File: config.mk
export PLATFORM = sky130hd
export DESIGN_NAME = dir_home_ctrl
export DESIGN_NICKNAME = d
export VERILOG_FILES = /design/src/rtl/dirc_pkg.sv /design/src/rtl/dirc_dir_table.sv /design/src/rtl/dirc_data_mem.sv /design/src/rtl/dirc_ctrl.sv /design/src/rtl/dir_home_ctrl.sv
export SDC_FILE = /design/constraint.sdc
export NUM_CORES = 1
export LEC_CHECK = 0
export ABC_AREA = 0
export BUFFER_PORTS_ARGS = -buffer_cell sky130_fd_sc_hd__buf_2
export CAP_MARGIN = 20
export CORE_MARGIN = 5
export CORE_UTILIZATION = 65
export DETAILED_ROUTE_END_ITERATION = 6
export PLACE_DENSITY_LB_ADDON = 0.12
export SYNTH_ARGS = -nofsm -noshare
export SYNTH_HDL_FRONTEND = slang
export SYNTH_SLANG_ARGS = --single-unit
File: constraint.sdc
create_clock -name clk -period 6.2 [get_ports clk]
set_input_delay 0.62 -clock clk [delete_from_list [all_inputs] [get_ports clk]]
set_output_delay 0.62 -clock clk [all_outputs]
set_load 0.05 [all_outputs]
File: src/rtl/dirc_pkg.sv
package dirc_pkg;

    typedef enum logic [1:0] {
        DS_UNC = 2'd0,
        DS_SHR = 2'd1,
        DS_EXC = 2'd2
    } dstate_e;

    localparam logic [1:0] RK_READ  = 2'd0;
    localparam logic [1:0] RK_WRITE = 2'd1;
    localparam logic [1:0] RK_WBACK = 2'd2;

    typedef enum logic [2:0] {
        FS_IDLE   = 3'd0,
        FS_DECIDE = 3'd1,
        FS_INVAL  = 3'd2,
        FS_FETCH  = 3'd3,
        FS_WAIT   = 3'd4,
        FS_REPLY  = 3'd5
    } fstate_e;

endpackage

File: src/rtl/dirc_dir_table.sv
module dirc_dir_table
    import dirc_pkg::*;
#(
    parameter int NODES  = 4,
    parameter int BLOCKS = 16,
    localparam int NODE_W = $clog2(NODES),
    localparam int IDX_W  = $clog2(BLOCKS)
) (
    input  logic              clk,
    input  logic              rst_n,
    input  logic [IDX_W-1:0]  rd_idx,
    output dstate_e           rd_state,
    output logic [NODES-1:0]  rd_sharers,
    output logic [NODE_W-1:0] rd_owner,
    input  logic              wr_en,
    input  logic [IDX_W-1:0]  wr_idx,
    input  dstate_e           wr_state,
    input  logic [NODES-1:0]  wr_sharers,
    input  logic [NODE_W-1:0] wr_owner
);

    dstate_e           ent_state [BLOCKS];
    logic [NODES-1:0]  ent_shr   [BLOCKS];
    logic [NODE_W-1:0] ent_own   [BLOCKS];

    always_ff @(posedge clk or negedge rst_n) begin
        if (!rst_n) begin
            for (int b = 0; b < BLOCKS; b++) begin
                ent_state[b] <= DS_UNC;
                ent_shr[b]   <= '0;
                ent_own[b]   <= '0;
            end
        end else if (wr_en) begin
            ent_state[wr_idx] <= wr_state;
            ent_shr[wr_idx]   <= wr_sharers;
            ent_own[wr_idx]   <= wr_owner;
        end
    end

    assign rd_state   = ent_state[rd_idx];
    assign rd_sharers = ent_shr[rd_idx];
    assign rd_owner   = ent_own[rd_idx];


    uncached_empty_chk: assert property (@(posedge clk) disable iff (!rst_n)
        (rd_state == DS_UNC) |-> (rd_sharers == '0));

endmodule

File: src/rtl/dirc_data_mem.sv
module dirc_data_mem #(
    parameter int BLOCKS = 16,
    parameter int DATA_W = 32,
    localparam int IDX_W = $clog2(BLOCKS)
) (
    input  logic              clk,
    input  logic              rst_n,
    input  logic [IDX_W-1:0]  rd_idx,
    output logic [DATA_W-1:0] rd_data,
    input  logic              wr_en,
    input  logic [IDX_W-1:0]  wr_idx,
    input  logic [DATA_W-1:0] wr_data
);

    logic [DATA_W-1:0] words [BLOCKS];

    always_ff @(posedge clk or negedge rst_n) begin
        if (!rst_n) begin
            for (int b = 0; b < BLOCKS; b++) words[b] <= '0;
        end else if (wr_en) begin
            words[wr_idx] <= wr_data;
        end
    end

    assign rd_data = words[rd_idx];

endmodule

File: src/rtl/dirc_ctrl.sv
module dirc_ctrl
    import dirc_pkg::*;
#(
    parameter int NODES  = 4,
    parameter int BLOCKS = 16,
    parameter int DATA_W = 32,
    localparam int NODE_W = $clog2(NODES),
    localparam int IDX_W  = $clog2(BLOCKS)
) (
    input  logic              clk,
    input  logic              rst_n,
    input  logic              req_valid,
    output logic              req_ready,
    input  logic [1:0]        req_kind,
    input  logic [NODE_W-1:0] req_node,
    input  logic [IDX_W-1:0]  req_blk,
    input  logic [DATA_W-1:0] req_data,
    output logic              inv_valid,
    input  logic              inv_ready,
    output logic [NODE_W-1:0] inv_node,
    output logic [IDX_W-1:0]  inv_blk,
    output logic              fetch_valid,
    input  logic              fetch_ready,
    output logic [NODE_W-1:0] fetch_node,
    output logic [IDX_W-1:0]  fetch_blk,
    input  logic              fresp_valid,
    output logic              fresp_ready,
    input  logic [DATA_W-1:0] fresp_data,
    output logic              rply_valid,
    input  logic              rply_ready,
    output logic [NODE_W-1:0] rply_node,
    output logic [IDX_W-1:0]  rply_blk,
    output logic [DATA_W-1:0] rply_data,
    output logic              wb_err,
    output logic [IDX_W-1:0]  blk_idx,
    input  dstate_e           ent_state,
    input  logic [NODES-1:0]  ent_sharers,
    input  logic [NODE_W-1:0] ent_owner,
    output logic              tbl_we,
    output dstate_e           tbl_state,
    output logic [NODES-1:0]  tbl_sharers,
    output logic [NODE_W-1:0] tbl_owner,
    input  logic [DATA_W-1:0] mem_rdata,
    output logic              mem_we,
    output logic [DATA_W-1:0] mem_wdata
);

    localparam logic [NODES-1:0] ONE_BIT = NODES'(1);

    fstate_e           st;
    logic [1:0]        kind_q;
    logic [NODE_W-1:0] node_q;
    logic [IDX_W-1:0]  blk_q;
    logic [DATA_W-1:0] wdata_q;
    logic [DATA_W-1:0] rdata_q;
    logic [NODES-1:0]  pend_q;
    logic [NODE_W-1:0] owner_q;

    logic [NODES-1:0]  self_bit;
    logic [NODES-1:0]  others;
    logic [NODE_W-1:0] low_node;
    logic              owner_wb;

    function automatic logic [NODE_W-1:0] lowest_set(input logic [NODES-1:0] m);
        logic [NODE_W-1:0] r;
        r = '0;
        for (int i = NODES - 1; i >= 0; i--) begin
            if (m[i]) r = NODE_W'(i);
        end
        return r;
    endfunction

    assign self_bit = ONE_BIT << node_q;
    assign others   = ent_sharers & ~self_bit;
    assign low_node = lowest_set(pend_q);
    assign owner_wb = (ent_state == DS_EXC) && (ent_owner == node_q);
    assign blk_idx  = blk_q;

    // State register and request capture
    always_ff @(posedge clk or negedge rst_n) begin
        if (!rst_n) begin
            st      <= FS_IDLE;
            kind_q  <= '0;
            node_q  <= '0;
            blk_q   <= '0;
            wdata_q <= '0;
            rdata_q <= '0;
            pend_q  <= '0;
            owner_q <= '0;
        end else begin
            unique case (st)
                FS_IDLE: begin
                    if (req_valid) begin
                        kind_q  <= req_kind;
                        node_q  <= req_node;
                        blk_q   <= req_blk;
                        wdata_q <= req_data;
                        st      <= FS_DECIDE;
                    end
                end
                FS_DECIDE: begin
                    if (kind_q == RK_READ || kind_q == RK_WRITE) begin
                        if (ent_state == DS_EXC) begin
                            owner_q <= ent_owner;
                            st      <= FS_FETCH;
                        end else begin
                            rdata_q <= mem_rdata;
                            if (kind_q == RK_WRITE && ent_state == DS_SHR && others != '0) begin
                                pend_q <= others;
                                st     <= FS_INVAL;
                            end else begin
                                st <= FS_REPLY;
                            end
                        end
                    end else begin
                        st <= FS_IDLE;
                    end
                end
                FS_INVAL: begin
                    if (inv_ready) begin
                        pend_q <= pend_q & ~(ONE_BIT << low_node);
                        if ((pend_q & ~(ONE_BIT << low_node)) == '0) st <= FS_REPLY;
                    end
                end
                FS_FETCH: begin
                    if (fetch_ready) st <= FS_WAIT;
                end
                FS_WAIT: begin
                    if (fresp_valid) begin
                        rdata_q <= fresp_data;
                        st      <= FS_REPLY;
                    end
                end
                FS_REPLY: begin
                    if (rply_ready) st <= FS_IDLE;
                end
            endcase
        end
    end

    // Outputs and directory / memory updates
    always_comb begin
        req_ready   = (st == FS_IDLE);
        inv_valid   = (st == FS_INVAL);
        inv_node    = low_node;
        inv_blk     = blk_q;
        fetch_valid = (st == FS_FETCH);
        fetch_node  = owner_q;
        fetch_blk   = blk_q;
        fresp_ready = (st == FS_WAIT);
        rply_valid  = (st == FS_REPLY);
        rply_node   = node_q;
        rply_blk    = blk_q;
        rply_data   = rdata_q;
        wb_err      = 1'b0;
        tbl_we      = 1'b0;
        tbl_state   = ent_state;
        tbl_sharers = ent_sharers;
        tbl_owner   = ent_owner;
        mem_we      = 1'b0;
        mem_wdata   = wdata_q;
        unique case (st)
            FS_DECIDE: begin
                case (kind_q)
                    RK_READ: begin
                        if (ent_state != DS_EXC) begin
                            tbl_we      = 1'b1;
                            tbl_state   = DS_SHR;
                            tbl_sharers = (ent_state == DS_SHR) ? (ent_sharers | self_bit) : self_bit;
                        end
                    end
                    RK_WRITE: begin
                        if (ent_state != DS_EXC) begin
                            tbl_we      = 1'b1;
                            tbl_state   = DS_EXC;
                            tbl_sharers = self_bit;
                            tbl_owner   = node_q;
                        end
                    end
                    RK_WBACK: begin
                        if (owner_wb) begin
                            tbl_we      = 1'b1;
                            tbl_state   = DS_UNC;
                            tbl_sharers = '0;
                            mem_we      = 1'b1;
                            mem_wdata   = wdata_q;
                        end else begin
                            wb_err = 1'b1;
                        end
                    end
                    default: ;
                endcase
            end
            FS_WAIT: begin
                if (fresp_valid) begin
                    mem_we    = 1'b1;
                    mem_wdata = fresp_data;
                    tbl_we    = 1'b1;
                    if (kind_q == RK_READ) begin
                        tbl_state   = DS_SHR;
                        tbl_sharers = self_bit | (ONE_BIT << owner_q);
                        tbl_owner   = owner_q;
                    end else begin
                        tbl_state   = DS_EXC;
                        tbl_sharers = self_bit;
                        tbl_owner   = node_q;
                    end
                end
            end
            FS_IDLE, FS_INVAL, FS_FETCH, FS_REPLY: ;
        endcase
    end


    idle_quiet_chk: assert property (@(posedge clk) disable iff (!rst_n)
        req_ready |-> !(inv_valid || fetch_valid || rply_valid));


    rply_hold_chk: assert property (@(posedge clk) disable iff (!rst_n)
        (rply_valid && !rply_ready) |=> (rply_valid && $stable(rply_data) && $stable(rply_node)));


    inv_hold_chk: assert property (@(posedge clk) disable iff (!rst_n)
        (inv_valid && !inv_ready) |=> (inv_valid && $stable(inv_node)));


    fetch_hold_chk: assert property (@(posedge clk) disable iff (!rst_n)
        (fetch_valid && !fetch_ready) |=> (fetch_valid && $stable(fetch_node)));


    inv_not_self_chk: assert property (@(posedge clk) disable iff (!rst_n)
        inv_valid |-> (inv_node != node_q));


    err_pulse_chk: assert property (@(posedge clk) disable iff (!rst_n)
        wb_err |=> !wb_err);


    fresp_to_reply_chk: assert property (@(posedge clk) disable iff (!rst_n)
        (fresp_valid && fresp_ready) |=> (rply_valid && rply_data == $past(fresp_data)));

endmodule

File: src/rtl/dir_home_ctrl.sv
module dir_home_ctrl
    import dirc_pkg::*;
#(
    parameter int NODES  = 4,
    parameter int BLOCKS = 16,
    parameter int DATA_W = 32,
    localparam int NODE_W = $clog2(NODES),
    localparam int IDX_W  = $clog2(BLOCKS)
) (
    input  logic              clk,
    input  logic              rst_n,
    input  logic              req_valid,
    output logic              req_ready,
    input  logic [1:0]        req_kind,
    input  logic [NODE_W-1:0] req_node,
    input  logic [IDX_W-1:0]  req_blk,
    input  logic [DATA_W-1:0] req_data,
    output logic              inv_valid,
    input  logic              inv_ready,
    output logic [NODE_W-1:0] inv_node,
    output logic [IDX_W-1:0]  inv_blk,
    output logic              fetch_valid,
    input  logic              fetch_ready,
    output logic [NODE_W-1:0] fetch_node,
    output logic [IDX_W-1:0]  fetch_blk,
    input  logic              fresp_valid,
    output logic              fresp_ready,
    input  logic [DATA_W-1:0] fresp_data,
    output logic              rply_valid,
    input  logic              rply_ready,
    output logic [NODE_W-1:0] rply_node,
    output logic [IDX_W-1:0]  rply_blk,
    output logic [DATA_W-1:0] rply_data,
    output logic              wb_err
);

    logic [IDX_W-1:0]  blk_idx;
    dstate_e           ent_state;
    logic [NODES-1:0]  ent_sharers;
    logic [NODE_W-1:0] ent_owner;
    logic              tbl_we;
    dstate_e           tbl_state;
    logic [NODES-1:0]  tbl_sharers;
    logic [NODE_W-1:0] tbl_owner;
    logic [DATA_W-1:0] mem_rdata;
    logic              mem_we;
    logic [DATA_W-1:0] mem_wdata;

    dirc_ctrl #(.NODES(NODES), .BLOCKS(BLOCKS), .DATA_W(DATA_W)) u_ctrl (
        .clk(clk), .rst_n(rst_n),
        .req_valid(req_valid), .req_ready(req_ready), .req_kind(req_kind),
        .req_node(req_node), .req_blk(req_blk), .req_data(req_data),
        .inv_valid(inv_valid), .inv_ready(inv_ready), .inv_node(inv_node), .inv_blk(inv_blk),
        .fetch_valid(fetch_valid), .fetch_ready(fetch_ready),
        .fetch_node(fetch_node), .fetch_blk(fetch_blk),
        .fresp_valid(fresp_valid), .fresp_ready(fresp_ready), .fresp_data(fresp_data),
        .rply_valid(rply_valid), .rply_ready(rply_ready), .rply_node(rply_node),
        .rply_blk(rply_blk), .rply_data(rply_data), .wb_err(wb_err),
        .blk_idx(blk_idx), .ent_state(ent_state), .ent_sharers(ent_sharers),
        .ent_owner(ent_owner), .tbl_we(tbl_we), .tbl_state(tbl_state),
        .tbl_sharers(tbl_sharers), .tbl_owner(tbl_owner),
        .mem_rdata(mem_rdata), .mem_we(mem_we), .mem_wdata(mem_wdata)
    );

    dirc_dir_table #(.NODES(NODES), .BLOCKS(BLOCKS)) u_table (
        .clk(clk), .rst_n(rst_n),
        .rd_idx(blk_idx), .rd_state(ent_state), .rd_sharers(ent_sharers), .rd_owner(ent_owner),
        .wr_en(tbl_we), .wr_idx(blk_idx), .wr_state(tbl_state),
        .wr_sharers(tbl_sharers), .wr_owner(tbl_owner)
    );

    dirc_data_mem #(.BLOCKS(BLOCKS), .DATA_W(DATA_W)) u_mem (
        .clk(clk), .rst_n(rst_n),
        .rd_idx(blk_idx), .rd_data(mem_rdata),
        .wr_en(mem_we), .wr_idx(blk_idx), .wr_data(mem_wdata)
    );

endmodule

# --- Word level (Yosys, flattened, before mapping) ---
# Index checks and enable logic that the tools add are counted.
classes:
  n_addsub: 0
  n_mul: 0
  div_mod_pow: 0
  magnitude_cmp: 2
  eq_ne: 20
  shifts: 3
  n_mux: 77
  bitwise_logic: 7
  n_reduce_logical: 17
op_table:
  columns: ["cell", "n"]
  rows:
  - ["$bwmux 512", 1]
  - ["$mux 32", 8]
  - ["$bmux 32 s4", 1]
  - ["$demux 32 s4", 1]
  - ["$bwmux 32", 2]
  - ["$bwmux 64", 1]
  - ["$pmux 32 s2", 1]
  - ["$mux 4", 13]
  - ["$mux 2", 18]
  - ["$mux 3", 9]
  - ["$pmux 3 s6", 1]
  - ["$bmux 2 s4", 2]
  - ["$bmux 4 s4", 1]
  - ["$demux 4 s4", 1]
  - ["$pmux 4 s2", 2]
  - ["$ne 2x1->1 const B", 6]
  - ["$pmux 4 s3", 1]
  - ["$shl 1x2->4 const A", 3]
  - ["$and 4x4->4", 2]
  - ["$demux 2 s4", 1]
  - ["$ne 2x2->1 const B", 4]
  - ["$not 4->4", 2]
  - ["$or 4x4->4", 2]
  - ["$pmux 2 s2", 2]
  - ["25 further kinds", 41]
totals:
  reg_bits: 721
  latch_bits: 0
  mem_bits_rw: 0
  mem_bits_ro: 0
  out_inout_bits: 56
  word_cells: 198
  mem_count: 0

# --- Depth between registers and ports, before layout ---
# Gate-level depths: netlist of run 1.
logic_depth:
  ltp_word: 11
  ltp_mapped: 12

# --- Cells and area by module ---
# A second synthesis of run 1 with hierarchy kept.
unflattened:
  cells_unflattened: 2245
  area_unflattened_um2: 33260.6
modules_own_cells:
  columns: ["module", "instances", "cells_per_inst", "area_each_um2", "seq_area_each_um2"]
  rows:
  - ["dirc_data_mem", 1, 1404, 22774.3, 12812.3]
  - ["dirc_dir_table", 1, 362, 5921.9, 3203.1]
  - ["dirc_ctrl", 1, 479, 4564.4, 2026.9]

# --- Least setup slack after synthesis of run 1 ---
# OpenSTA, ideal clock, no wires.
synth_timing:
  path_kind: "reg-to-reg"
  start: "register u_ctrl.blk_q[3] (netlist: u_ctrl.blk_idx[3])"
  end: "register u_table.ent_own[12] in the netlist's numbering"
  setup_ns: 0.125
  arrival_time_ns: 3.691
  required_ns: 6.075
  path_slack_ns: 2.383
  stages_incl_launch_ff: 12
  n_path_buf: 4
  period_less_slack_ns: 3.817
  cell_sequence: "dfrtp_1 -> buf_2 -> buf_2 -> mux4_2 -> mux4_2 -> xor2_1 -> a2111o_1 -> buf_6 -> and3_4 -> buf_6 -> nor3_4 -> mux2_4"
synth_via:
  elab_chain_len: 9
  elab_cells_between_ends: 25
  cone_classes: "order compare: 2; eq/ne: 3; mux: 17; bitwise: 1; reduce/logical: 2"
synth_rtl:
  columns: ["item", "line", "rtl"]
  rows:
  - ["from (decl)", "dirc_ctrl.sv:53", "logic [IDX_W-1:0] blk_q;"]
  - ["from (signal assigned)", "dirc_ctrl.sv:96", "blk_q <= req_blk;"]
  - ["$not 4->5 (not written as such) (*)", "dirc_dir_table.sv:36, dirc_dir_table.sv:40, dirc_dir_table.sv:42", null]
  - ["$bmux 2 s4, on equally long branches", "dirc_dir_table.sv:40, dirc_dir_table.sv:42", null]
  - ["$mux 2, on equally long branches (2 in a row)", "dirc_dir_table.sv:40, dirc_dir_table.sv:42", null]
  - ["$eq 2x2->1 or $ne 2x2->1 (tied branches)", "dirc_ctrl.sv:76, dirc_ctrl.sv:166, dirc_ctrl.sv:173", null]
  - ["$logic_and 1x1->1 or $mux 2 (tied branches)", "dirc_ctrl.sv:76, dirc_ctrl.sv:173", null]
  - ["$mux 1 or $mux 2 (tied branches)", "dirc_ctrl.sv:181, dirc_ctrl.sv:164", null]
  - ["$pmux 1 s2 or $pmux 2 s2 (tied branches)", "dirc_ctrl.sv:164, dirc_ctrl.sv:162", null]
  - ["$pmux 1 s2 or $bwmux 32 (tied branches)", "dirc_ctrl.sv:162, dirc_dir_table.sv:36", null]
  - ["to (signal, indexed assignment)", "dirc_dir_table.sv:36", "ent_own[wr_idx] <= wr_owner;"]
  - ["to (decl)", "dirc_dir_table.sv:24", "logic [NODE_W-1:0] ent_own [BLOCKS];"]
# Mark *: on every way between the ends. The rest lies on a longest branch, timed or not. The select of a mux whose other input is x is not followed.
# A chain may end at the register's enable or synchronous reset.

# --- Worst setup path after layout of run 1 ---
layout_timing:
  start: "register u_ctrl.blk_q[3] (netlist: u_ctrl.blk_idx[3])"
  end: "register u_mem.words[94] in the netlist's numbering"
layout_via:
  elab_chain_len: 9
  elab_cells_between_ends: 19
  cone_classes: "order compare: 2; eq/ne: 2; mux: 12; bitwise: 1; reduce/logical: 2"
layout_rtl:
  columns: ["item", "line", "rtl"]
  rows:
  - ["$not 4->5 (not written as such) (*)", "dirc_dir_table.sv:40, dirc_dir_table.sv:42, dirc_data_mem.sv:21", null]
  - ["$bmux 2 s4, on equally long branches", "dirc_dir_table.sv:40, dirc_dir_table.sv:42", null]
  - ["$mux 2, on equally long branches (2 in a row)", "dirc_dir_table.sv:40, dirc_dir_table.sv:42", null]
  - ["$eq 2x2->1", "dirc_ctrl.sv:76", "assign owner_wb = (ent_state == DS_EXC) && (ent_owner == node_q);"]
  - ["$logic_and 1x1->1", "dirc_ctrl.sv:76", null]
  - ["$mux 1", "dirc_ctrl.sv:181", "if (owner_wb) begin"]
  - ["$mux 1", "dirc_ctrl.sv:164", "case (kind_q)"]
  - ["$pmux 1 s2", "dirc_ctrl.sv:162", "unique case (st)"]
  - ["to (signal, indexed assignment)", "dirc_data_mem.sv:21", "words[wr_idx] <= wr_data;"]
  - ["to (decl)", "dirc_data_mem.sv:15", "logic [DATA_W-1:0] words [BLOCKS];"]
# Marks and branches as above.

==> results.md, run 1 <==
* Outcome: complete, no violations
* Register area at roughly 0.018 mm2
* Clock root buffer: clkbuf_16
* Final #Nets at 2901
* EDFF count, synth at 0
* Detail Placement HPWL at 47700 um
* Initial Util at about two thirds
* Skew final at around 0.022 ns
* Worst EP required at 6.65 ns
* DP Area at ~0.033 mm2
* GRT Util Overall at 30.2%
* Synth unique cells at between 50 and 60
* Avg Cell Area, Syn at approximately 12 um2
* Mapped Cells at between 2000 and 3000
* Die W at between 200 and 250 um
* Iteration-0 DRC Markers at 2028
* Routed len/inst at 22.4 um
* Routed WL at approximately 80000 um
* Crit. Startpoint: u_ctrl.blk_idx[3]
* Initial antenna violation count at 0
* Non-filler cells, final at 3542
* Min-delay worst type: in -> async
* # Max-Cap Violations at 0
* DP Cell Count at approximately 3400
* DRC at 0
* Sink Count at ~720
* Endpoints failing setup at 0
* Post-CTS setup buffers at 0
* Crit share post-route at between 70% and 80%
* Slew of the pin with the lowest slew margin at roughly 1.1 ns
* Main synth FF type: dfrtp_1
* WS Path Type: reg -> reg
* CTS hold repair buffers at 0
* RSZ-0062 raised after global routing: false
* Site Rows at a little over 80
* Clk_lat worst skew at between 0.6 and 0.7 ns
* Relative slew slack at between 20% and 30%
* Setup Total Neg Slack at 0 ns
* Pwr dens at a little under 600 mW/mm2
* Final hold violations at 0
* Die Ht at about 230 um
* Die Area at 0.0542 mm2
* Arrival @ worst endpoint at about 5.4 ns
* H-tree depth at 3
* First-pass GRT wire length at 128000 um
* N_diodes at 0
* CTS Buf Count at 74
* TritonRoute pass-1 iters at 7
* Clk buf depth at 3
* Syn nets at 2849
* Async S/R FF share, synth at 100%
* GRT overflow at 0
* Startpoint Class: flip-flop
* VDD IR max at about 0.00036 V
* Fill count at roughly 3300
* Via-to-Cell Ratio at 6.36
* Cell area after synthesis at roughly 0.032 mm2
* Vias in the first global route at between 20000 and 25000
* Final ANT Viol Nets at 0
* RR Startpoint: u_ctrl.blk_idx[3]
* Placeable Area at roughly 0.049 mm2
* Io pins at between 100 and 150
* Final min period at around 4.9 ns
* Reg clk slew, reported paths at around 0.060 ns
* Most common cell after layout, fill and taps aside: dfrtp_1
* Crit. End Element: flip-flop
* Footprint of the multi-input gates at ~0.013 mm2
* Yosys reg bits at slightly above 700
* Layout cells sized above 1 at 24.1%
* Area growth syn-to-layout at 11.7%
* Final Cell Area at ~0.036 mm2
* Seq/Total Area, Yosys at between 50% and 60%
* Syn. warnings at 0
* CTS tree: built
* Post-cts sizing count at 0
* Largest net degree at the start of global routing at approximately 170
* RePlAce Congestion at just under 0.9
* I/O Buffers at approximately 130
* R2R setup slack at around 1.3 ns
* Max FO, Critical Path at 59
* Final Slew Violations at 0
* Most frequent cells in the layout: dfrtp_1, nor2_1, a21oi_1, mux4_2, nand2_1
* Vias at about 23000
* Leak at ~16 nW
* Fmax at 0.204 GHz
## where the power goes
group / switching, mW / total [mW] / internal, mW
registers: 1.37 / 8.07 / 6.70
logic: 5.07 / 8.88 / 3.81
clock network: 1.82 / 4.55 / 2.72
## sequential cells by signal, summed over array words and instances (netlist names)
register	cells
u_ctrl.rply_node	2
u_table.ent_own	32
u_ctrl.pend_q	4
u_mem.words	512
u_ctrl.rply_data	32
u_ctrl.blk_idx	4
u_table.ent_state	32
u_table.ent_shr	64
u_ctrl.kind_q	2
u_ctrl.fetch_node	2
u_ctrl.st	3
u_ctrl.wdata_q	32
## through the flow
stage                     setup WS (ns)  hold WS [ns]  total power [mW]  utilization [%]
final                              1.30        0.0181              21.5             73.5
after detailed placement           1.38         0.470              16.8             68.3
after CTS                          1.37        0.0520              21.5             73.4
after global placement             1.48         0.456              16.4             68.2
after global routing               1.07        0.0850              22.8             73.5
after floorplan                    2.38         0.324              14.4                -
## layer usage
metal	share of wire, %	wire length (um)	track usage, %	up-vias
li1	-	-	-	9917
met5	0	0	0	-
met1	42	33300	43.4	11566
met3	6.3	5000	4.28	164
met2	49	39000	48.8	863
met4	2.8	2240	9.71	0
## critical path, cell delays in order (launching register included)
cell and delay (ns):
dfrtp_4 1.04, mux4_2 0.43, mux4_2 0.51, xnor2_1 0.40, a2111o_1 0.52, buf_4 0.45, a21o_2 0.61, buf_4 0.52
o21ai_0 0.18
## final cells by class
class / count / share of cell area (%)
clock buffers: 112 / 6.27
repair buffers: 215 / 3.83
clock inverters: 20 / 0.660
inverters: 7 / 0.0729
flip-flops and latches: 721 / 50.1
well taps: 664 / 2.31
multi-input cells: 1803 / 36.8
## cell usage after synthesis (all sizes together) (2+ instances only)
| cell type | count | area [um2] |
|---|---|---|
| a21o | 5 | 37.5 |
| inv | 6 | 22.5 |
| o311ai | 5 | 43.8 |
| mux4 | 188 | 4230 |
| nand2b | 5 | 31.3 |
| nor3 | 9 | 56.3 |
| and2 | 6 | 37.5 |
| nand3b | 2 | 15.0 |
| o211ai | 6 | 45.0 |
| buf | 127 | 637 |
| nand4 | 3 | 18.8 |
| nand3 | 19 | 95.1 |
| a311oi | 2 | 17.5 |
| o221ai | 2 | 17.5 |
| a31oi | 13 | 81.3 |
| a22oi | 6 | 45.0 |
| nor4 | 2 | 12.5 |
| mux2i | 86 | 861 |
| clkbuf | 112 | 420 |
| mux2 | 142 | 1630 |
| nor2b | 9 | 56.3 |
| or3b | 2 | 17.5 |
| and3 | 4 | 30.0 |
| or3 | 2 | 12.5 |
| o21ai | 109 | 546 |
| dfrtp | 721 | 18000 |
| nand2 | 142 | 533 |
| nor2 | 511 | 1940 |
| a21oi | 507 | 2590 |
## worst paths after layout
check                      depth (start not counted)                   end
setup / recovery                                   8       u_mem.words[94]
hold / removal                                     1     u_ctrl.blk_idx[2]
setup reg to reg                                   8       u_mem.words[94]
hold reg to reg                                    2      u_mem.words[234]
max in group asynchronous                          2  u_ctrl.rply_data[23]
min in group clk                                   3     u_ctrl.blk_idx[2]
## cell families after synthesis
| group | count (synthesis) | synth area share (%) |
|---|---|---|
| AO/OA/AOI/OAI | 665 | 10.9 |
| XOR/XNOR | 2 | 0.0543 |
| buffers and inverters | 246 | 3.36 |
| flip-flops | 721 | 55.9 |
| multiplexers | 416 | 20.8 |
| AND/OR/NAND/NOR | 720 | 8.93 |
No activity file was read; power rests on OpenSTA's default activity.
==> run 2, diff against run 1 <==
--- a/config.mk
+++ b/config.mk
@@ -9,7 +9,7 @@
 export BUFFER_PORTS_ARGS = -buffer_cell sky130_fd_sc_hd__buf_2
 export CAP_MARGIN = 20
 export CORE_MARGIN = 5
-export CORE_UTILIZATION = 65
+export CORE_UTILIZATION = 56
 export DETAILED_ROUTE_END_ITERATION = 6
 export PLACE_DENSITY_LB_ADDON = 0.12
 export SYNTH_ARGS = -nofsm -noshare
==> constraint.sdc (replaced) <==
create_clock -name clk -period 4.27 [get_ports clk]
set_input_delay 0.427 -clock clk [delete_from_list [all_inputs] [get_ports clk]]
set_output_delay 0.427 -clock clk [all_outputs]
set_load 0.05 [all_outputs]
==> run 2 against run 1 <==
Compared with the run above:
- first-iteration DRC count is 3.9% lower
- register-to-register slack worse by 0.97 ns
- clock skew is 0.00078 ns higher
- non-clock buffer count is 36 higher
- count of clock-buffer cells in the layout is 2 lower
- maximum frequency is 24% higher
- die area is 15% higher
- critical endpoint is now u_table.ent_shr[38]
- the run now ends with hold timing left
- total power is 44% higher
- highest routed layer unchanged
==> results.md, run 2 (same netlist as run 1, synthesis figures left out) <==
* Outcome: finished with violations
* Violated checks: hold timing
* Leak at 16.2 nW
* Relative slew slack at approximately 22%
* Top Registers: u_mem.words (512), u_table.ent_shr (64)
* DP Area at 0.0341 mm2
* Final ANT Viol Nets at 0
* CTS Buf Count at between 70 and 80
* WS Path Type: reg -> reg
* DRC at 0
* Worst EP required at 4.75 ns
* TritonRoute pass-1 iters at 5
* Fin util at a little under two thirds
* Routed WL at ~80000 um
* Post-cts sizing count at 0
* Most frequent cells in the layout: dfrtp_1, nor2_1, a21oi_1, mux4_2, nand2_1
* Arrival @ worst endpoint at about 4.4 ns
* Crit. Startpoint: u_ctrl.blk_idx[1]
* Slowest stage delay, CP at approximately 0.66 ns
* H-tree depth at 3
* Final Slew Violations at 0
* Initial antenna violation count at 1
* Critical-path top delay cell: nand4b_1
* I/O Buffers at about 130
* Site Rows at 88
* Reg clk slew, reported paths at around 0.060 ns
* Skew final at 0.0232 ns
* Io pins at about 140
* Sink Count at slightly above 700
* Pwr dens at 849 mW/mm2
* Area growth syn-to-layout at 13.2%
* Worst R2R Path Depth at 9
* Most common cell after layout, fill and taps aside: dfrtp_1
* Fmax at between 0.2 and 0.3 GHz
* Max FO, Critical Path at 21
* Slew of the pin with the lowest slew margin at around 1.2 ns
* Clk_lat worst skew at between 0.6 and 0.7 ns
* Hold Slack at -0.0494 ns
* Biggest register: u_mem.words
* Layout cells sized above 1 at 25.1%
* First-pass GRT wire length at 129000 um
* Largest net degree at the start of global routing at ~130
* Vias at between 20000 and 25000
* Reg-to-reg endpoint: u_table.ent_shr[38]
* GRT Util Overall at 26.0%
* CTS hold repair buffers at 0
* Footprint of the multi-input gates at ~0.013 mm2
* R2R setup slack at between 0.3 and 0.4 ns
* Via-to-Cell Ratio at 6.01
* GRT overflow at 0
* Initial Util at between 50 and 60%
* Routed len/inst at 21.9 um
* Final #Nets at roughly 2900
* # Max-Cap Violations at 0
* CTS tree: built
* Vias in the first global route at between 20000 and 25000
* Post-CTS setup buffers at 0
* Crit. End Element: flip-flop
* Min-delay worst type: in -> async
* Setup Total Neg Slack at 0 ns
* Startpoint Class: flip-flop
* RePlAce Congestion at between 0.8 and 0.9
* Clock root buffer: clkbuf_16
* Iteration-0 DRC Markers at just under 2000
* Max FFs per register at 512
* Detail Placement HPWL at between 40000 and 50000 um
* VDD IR max at between 0.0007 and 0.0008 V
* Final WS setup at ~0.34 ns
* Crit-path cells: buf_4 > buf_4 > mux4_2 > mux2i_1 > mux2i_1 > nand2_1 > o211ai_1 > nand4b_1 > mux2_2
* Die W at between 200 and 300 um
* Final hold violations at 10
* Placeable Area at 0.0574 mm2
* Crit share post-route at 92.2%
* RR Startpoint: u_ctrl.blk_idx[1]
* Final min period at about 3.9 ns
* Die Area at ~0.063 mm2
* DP Worst Slack at 0.423 ns
* DP Cell Count at about 3500
* Endpoints failing setup at 0
* Die Ht at between 200 and 300 um
* Register area at roughly 0.018 mm2
* Clk buf depth at 3
* Tot Pwr at between 30 and 40 mW
* RSZ-0062 raised after global routing: false
* Non-filler cells, final at 3680
* Final Cell Area at 0.0365 mm2
* Fill count at around 4400
-- run 2: cell count changes in the layout (fill, tap and decap cells not counted), moves of 2 or more --
cell and change:
clkinv_2 +2, clkinv_8 +2, buf_4 +24, inv_6 +2
bufinv_16 -2, buf_12 +14, clkbuf_16 -2
-- run 2: worst max path at each step --
stage	to	slack, ns	cells after the start
floorplan	u_table.ent_own[12]	0.45	11
global route	u_table.ent_shr[22]	0.15	9
detailed placement	u_table.ent_shr[38]	0.42	9
global placement	u_table.ent_shr[6]	0.50	9
finish	u_table.ent_shr[38]	0.34	9
CTS	u_table.ent_shr[58]	0.40	9
-- run 2: layout make-up --
type | count | area share (%)
sequential | 721 | 49.4
multi-input combinational | 1803 | 36.3
clock buffer | 110 | 6.03
timing repair buffer | 251 | 4.95
tap | 765 | 2.62
clock inverter | 22 | 0.606
inverter | 7 | 0.0719
antenna | 1 | 0.00685
-- run 2: per-layer routing --
metal,track usage (%),up-vias,routed length (um)
li1,-,10008,-
met1,36.1,11284,34200
met2,42.7,680,39200
met3,4.81,139,4870
met4,7.97,0,2160
met5,0,-,0
-- run 2: report_power, final --
group / switching (mW) / internal [mW]
Sequential: 1.77 / 9.73
Combinational: 7.46 / 5.60
Clock: 2.68 / 3.76
Total: 11.9 / 19.1
-- run 2: critical path: cells and delay by family (launching register included) --
| family | cells | cell delay, ns |
|---|---|---|
| buf+inv | 2 | 0.77 |
| flops | 1 | 0.52 |
| simple gates | 2 | 0.85 |
| compound gates | 1 | 0.11 |
| mux | 4 | 1.53 |
